**src/rtl/fpwm_pkg.sv**
```systemverilog
package fpwm_pkg;
  localparam int CNT_W = 8;
  localparam int DIV_W = 10;

  typedef enum logic [1:0] {
    OM_OFF    = 2'd0,
    OM_TOGGLE = 2'd1,
    OM_NONINV = 2'd2,
    OM_INV    = 2'd3
  } outmode_e;
endpackage

```
**src/rtl/fpwm_prescaler.sv**
```systemverilog
module fpwm_prescaler #(
  parameter int DIV_W = 10
) (
  input  logic       clk,
  input  logic       rst_n,
  input  logic [2:0] sel,
  output logic       tick
);
  logic [2:0]       sel_q;
  logic [DIV_W-1:0] div_q;
  logic [DIV_W-1:0] lim;
  logic             changed;

  // terminal count for the selected divider
  always_comb begin
    case (sel)
      3'd0:    lim = DIV_W'(0);
      3'd1:    lim = DIV_W'(7);
      3'd2:    lim = DIV_W'(63);
      3'd3:    lim = DIV_W'(255);
      default: lim = DIV_W'(1023);
    endcase
  end

  assign changed = (sel != sel_q);
  assign tick    = !changed && (div_q == lim);

  always_ff @(posedge clk) begin
    if (!rst_n) begin
      sel_q <= 3'd0;
      div_q <= '0;
    end else begin
      sel_q <= sel;
      if (changed || tick) div_q <= '0;
      else                 div_q <= div_q + DIV_W'(1);
    end
  end
endmodule

```
**src/rtl/fpwm_count.sv**
```systemverilog
module fpwm_count #(
  parameter int CNT_W = 8
) (
  input  logic             clk,
  input  logic             rst_n,
  input  logic             tick,
  input  logic             wr_valid,
  input  logic [CNT_W-1:0] wr_data,
  input  logic             ovf_clr,
  output logic [CNT_W-1:0] cnt,
  output logic [CNT_W-1:0] cmp_act,
  output logic             max_evt,
  output logic             ovf_flag
);
  localparam logic [CNT_W-1:0] TOP    = '1;
  localparam logic [CNT_W-1:0] PRETOP = TOP - CNT_W'(1);

  logic [CNT_W-1:0] cmp_buf;

  // the counter is about to reach TOP on this tick
  assign max_evt = tick && (cnt == PRETOP);

  always_ff @(posedge clk) begin
    if (!rst_n) begin
      cnt      <= '0;
      cmp_buf  <= '0;
      cmp_act  <= '0;
      ovf_flag <= 1'b0;
    end else begin
      if (tick) cnt <= (cnt == TOP) ? '0 : cnt + CNT_W'(1);
      if (wr_valid) cmp_buf <= wr_data;
      if (max_evt) cmp_act <= cmp_buf;
      // a set in the same cycle as a clear takes priority
      if (max_evt)      ovf_flag <= 1'b1;
      else if (ovf_clr) ovf_flag <= 1'b0;
    end
  end
endmodule

```
**src/rtl/fpwm_wave.sv**
```systemverilog
module fpwm_wave #(
  parameter int CNT_W = 8
) (
  input  logic                clk,
  input  logic                rst_n,
  input  logic                tick,
  input  logic [CNT_W-1:0]    cnt,
  input  logic [CNT_W-1:0]    cmp_act,
  input  fpwm_pkg::outmode_e  mode,
  output logic                wave
);
  localparam logic [CNT_W-1:0] TOP = '1;

  logic wrap;
  logic match;

  assign wrap  = tick && (cnt == TOP);
  assign match = tick && (cnt == cmp_act);

  always_ff @(posedge clk) begin
    if (!rst_n) begin
      wave <= 1'b0;
    end else begin
      case (mode)
        fpwm_pkg::OM_OFF:    wave <= 1'b0;
        fpwm_pkg::OM_TOGGLE: if (match) wave <= !wave;
        fpwm_pkg::OM_NONINV: begin
          if (wrap)       wave <= 1'b1;
          else if (match) wave <= 1'b0;
        end
        default: begin
          if (wrap)       wave <= 1'b0;
          else if (match) wave <= 1'b1;
        end
      endcase
    end
  end
endmodule

```
**src/rtl/fpwm_timer.sv**
```systemverilog
module fpwm_timer (
  input  logic       clk,
  input  logic       rst_n,
  input  logic [2:0] presc_sel,
  input  logic       cmp_wr_valid,
  input  logic [7:0] cmp_wr_data,
  input  logic [1:0] out_mode,
  input  logic       ovf_clr,
  output logic       ovf_flag,
  output logic       pwm_out
);
  localparam int CW = fpwm_pkg::CNT_W;
  localparam int DW = fpwm_pkg::DIV_W;

  logic          tick;
  logic [CW-1:0] cnt;
  logic [CW-1:0] cmp_act;
  logic          max_evt;
  fpwm_pkg::outmode_e mode_e;

  assign mode_e = fpwm_pkg::outmode_e'(out_mode);

  fpwm_prescaler #(.DIV_W(DW)) u_presc (
    .clk   (clk),
    .rst_n (rst_n),
    .sel   (presc_sel),
    .tick  (tick)
  );

  fpwm_count #(.CNT_W(CW)) u_count (
    .clk      (clk),
    .rst_n    (rst_n),
    .tick     (tick),
    .wr_valid (cmp_wr_valid),
    .wr_data  (cmp_wr_data),
    .ovf_clr  (ovf_clr),
    .cnt      (cnt),
    .cmp_act  (cmp_act),
    .max_evt  (max_evt),
    .ovf_flag (ovf_flag)
  );

  fpwm_wave #(.CNT_W(CW)) u_wave (
    .clk     (clk),
    .rst_n   (rst_n),
    .tick    (tick),
    .cnt     (cnt),
    .cmp_act (cmp_act),
    .mode    (mode_e),
    .wave    (pwm_out)
  );
endmodule

```
**config.mk**
```make
export PLATFORM = sky130hd
export DESIGN_NAME = fpwm_timer
export DESIGN_NICKNAME = d
export VERILOG_FILES = /design/src/rtl/fpwm_pkg.sv /design/src/rtl/fpwm_prescaler.sv /design/src/rtl/fpwm_count.sv /design/src/rtl/fpwm_wave.sv /design/src/rtl/fpwm_timer.sv
export SDC_FILE = /design/constraint.sdc
export NUM_CORES = 1
export LEC_CHECK = 0
export BUFFER_PORTS_ARGS = -buffer_cell sky130_fd_sc_hd__buf_2
export CORE_MARGIN = 10
export CORE_UTILIZATION = 45
export DETAILED_ROUTE_END_ITERATION = 8
export GPL_ROUTABILITY_DRIVEN = 0
export PLACE_DENSITY = 0.61
export RECOVER_POWER = 25
export SETUP_SLACK_MARGIN = 0.2
export SLEW_MARGIN = 20
export SYNTH_ARGS = -nofsm -noshare
export SYNTH_HDL_FRONTEND = slang
export SYNTH_HIERARCHICAL = 1
export SYNTH_SLANG_ARGS = --single-unit
```
**constraint.sdc**
```tcl
create_clock -name clk -period 3.26 [get_ports clk]
set_clock_uncertainty 0.05 [all_clocks]
set_input_delay 0.326 -clock clk [delete_from_list [all_inputs] [get_ports clk]]
set_output_delay 0.326 -clock clk [all_outputs]
set_load 0.05 [all_outputs]
```
==> results.toml <==
[status]
status = "completed"

[yosys]
synth_fa_ha_area_frac = 0.02030
synth_compound_area_frac = 0.07713
syn_area_per_cell_um2 = 9.387
synth-xor-area-share = 0.1089
synth-simple-area-share = 0.2476
synthCells = 197
synth.area.top_cells = "dfxtp_1 (42%), mux2i_1 (9.2%), xnor2_1 (7.6%), nand2_1 (4.5%), nor2_1 (3.7%)"
synth_top_family_by_area = "simple AND/OR/NAND/NOR gates"
ys_seq_elements = 39
synth_mux_area_frac = 0.09202
yosysWarnings = 6
synth_cell_types = 41
yosys.area.top_type = "dfxtp_1"
syn_area_um2 = 1849
syn_nets = 217
yosysSeqAreaShare = 0.4222
synth_top_area_frac = 0.4222

[floorplanning]
io_pins = 19
die_h_um = 84.11
die_x_um = 84.11
num_rows = 23
core_um2 = 4000
fp.dieArea_um2 = 7074
initial_utilization = 0.4623

[routing]
vias = 1411
routedWlPerCell_um = 13.67
wirelength_um = 3664
via_per_inst = 5.265
drc = 0
first_pass_iters = 4
antenna_left = 0
dr.first_iter.drc_count = 90

[final_layout]
layout_commonest_cell = "dfxtp_1"
layout-drive-gt1-share = 0.1697
fin_nets = 238
regArea_um2 = 780.7
n_antenna_cell = 0
multi_input_area_um2 = 1010
area_delta_synth_final_pct = 12.99
final_cell_mix = "dfxtp_1 (39), nand2_1 (22), nor2_1 (18), buf_2 (17), mux2i_1 (17)"
fillers = 396

[setup_path]
crit_fanout = 9
critical_path_arrival_ns = 2.82
crit_chain = "or4_1 > a211o_1 > a221oi_4 > and4_1 > buf_4 > nand2_1 > o41ai_1 > nor4b_2"
crit_type = "reg2reg"
critPathLaunchType = "flop"
cp_top_family = "compound AO/OA/AOI/OAI gates"
cp.required_ns = 3.37
crit_buf_inv = 1
max_stage_delay_ns = 0.54
crit_path_end_kind = "flop"
critPathSlowestCell = "or4_1"

[sta]
setup_tns_ns = 0
fmax_mhz = 368.6
drv_slew = 0
hold_viol_final = 0
setup_violations = 0
period_share = 0.8321
fin_crit_ns = 2.713
rsz0062_at_grt = "no"
tightestPinTransition_ns = 1.021
slew_headroom = 0.3193

[power_and_ir_drop]
powerDensity_nw_per_um2 = 443.0
leakagePower_nw = 0.7641
p_total_w = 0.0009257
irDropWorstVdd_mv = 0.2640

[clock_tree]
clkSinkCount = 39
clk_pin_slew_ns = 0.07
hold_buffers = 0
cts-root-buf = "clkbuf_8"
post_cts_buffers = 0
cts.path.max_buffers = 2
cts_resized = 0
clk_latency_ns = 0.28
cts_max_level = 2
cts_buffers = 5
cts_tree = "built"

[global_route]
grt_pass1_vias = 1378
grt_overflow = 0
grt_antenna_before_repair = 0
grt_usage = 0.1022
grt_pass1_wl_um = 6141
grt_max_degree = 26

[min_path]
hold_path.class = "in2reg"

[placed_design]
hpwl_um = 2702
io_buffers = 18

[flow_run]
maxCapViolCount = 0
[per-stage QoR]
step / hold slack, ns / instances / setup WS, ns / util / area [um^2]
after global placement: 0.4032 / 261 / 0.5758 / 0.4961 / 1984
after global routing: 0.2386 / 268 / 0.3290 / 0.5224 / 2090
final: 0.2209 / 268 / 0.5472 / 0.5224 / 2090
after CTS: 0.2148 / 268 / 0.5556 / 0.5227 / 2091
after floorplan: 0.3873 / 197 / 0.5586 / - / 1849
after detailed placement: 0.4068 / 261 / 0.5318 / 0.4961 / 1984
[Yosys cell counts]
cell       n
dfxtp_1   39
nand2_1   22
nor2_1    18
mux2i_1   17
xnor2_1   16
nand3_1    9
nor3_1     7
xor2_1     7
nand4_1    6
inv_1      5
and2_1     4
a21oi_1    3
clkbuf_1   3
ha_1       3
nand4_2    3
o21ai_0    3
or3_1      3
a211o_1    2
and3_1     2
buf_2      2
o31ai_1    2
or4_1      2
a211oi_1   1
a221oi_4   1
and3_2     1
and4_1     1
buf_4      1
buf_6      1
nand2b_1   1
nor2b_1    1
nor3_2     1
nor3b_1    1
nor4_1     1
nor4b_2    1
o211ai_1   1
o21a_1     1
o311a_1    1
o41a_2     1
o41ai_1    1
or2_2      1
or3_2      1
[cells by family after synthesis]
| logic type | Yosys count |
|---|---|
| muxes | 17 |
| and+or+nand+nor | 86 |
| xor gates and xnor gates | 23 |
| AOI/OAI and AO/OA | 17 |
| buffers and inverters | 12 |
| adders and majority gates | 3 |
| DFF | 39 |
[registers in the layout, summed over array words and instances, names as in the netlist]
| signal | flops |
|---|---|
| u_presc/sel_q | 3 |
| u_count/cnt | 8 |
| u_count/cmp_act | 8 |
| u_wave/wave | 1 |
| u_count/ovf_flag | 1 |
| u_presc/div_q | 10 |
| u_count/cmp_buf | 8 |
[final timing paths]
kind                                    from                         endpoint  slack (ns)  cells past startpoint
max              u_presc/div_q[3]$_SDFF_PP0_         u_wave/wave$_SDFFE_PN0P_        0.55                      8
min                           cmp_wr_data[7]  u_count/cmp_buf[7]$_SDFFE_PN0P_        0.22                      3
max reg2reg      u_presc/div_q[3]$_SDFF_PP0_         u_wave/wave$_SDFFE_PN0P_        0.55                      8
min reg2reg  u_count/cmp_buf[3]$_SDFFE_PN0P_  u_count/cmp_act[3]$_SDFFE_PN0P_        0.41                      2
[routing by layer]
layer / GRT usage / wire length, um
met1: 0.1294 / 1852
met2: 0.1508 / 1592
met3: 0.03516 / 175
met4: 0.04718 / 44
met5: 0 / 0
[tightest hold or removal path: cells and delay by family]
family,cells,cell delay [ns]
mux,1,0.05
buf+inv,1,0.07
simple gates,1,0.07
[report_power, final]
part / leakage, nW / switching (W) / internal, W
clock: 0.0502 / 0.000162 / 0.000224
combinational: 0.397 / 0.0000280 / 0.0000227
sequential: 0.317 / 0.00000481 / 0.000485
[layout make-up]
cell class                      instances  share of cell area
Multi-Input combinational cell        146              0.4832
Sequential cell                        39              0.3737
Timing Repair Buffer                   21             0.05329
Clock buffer                            5             0.03293
Tap cell                               50             0.02994
Clock inverter                          2             0.01796
Inverter                                5            0.008982
(Power assumes the default switching activity.)
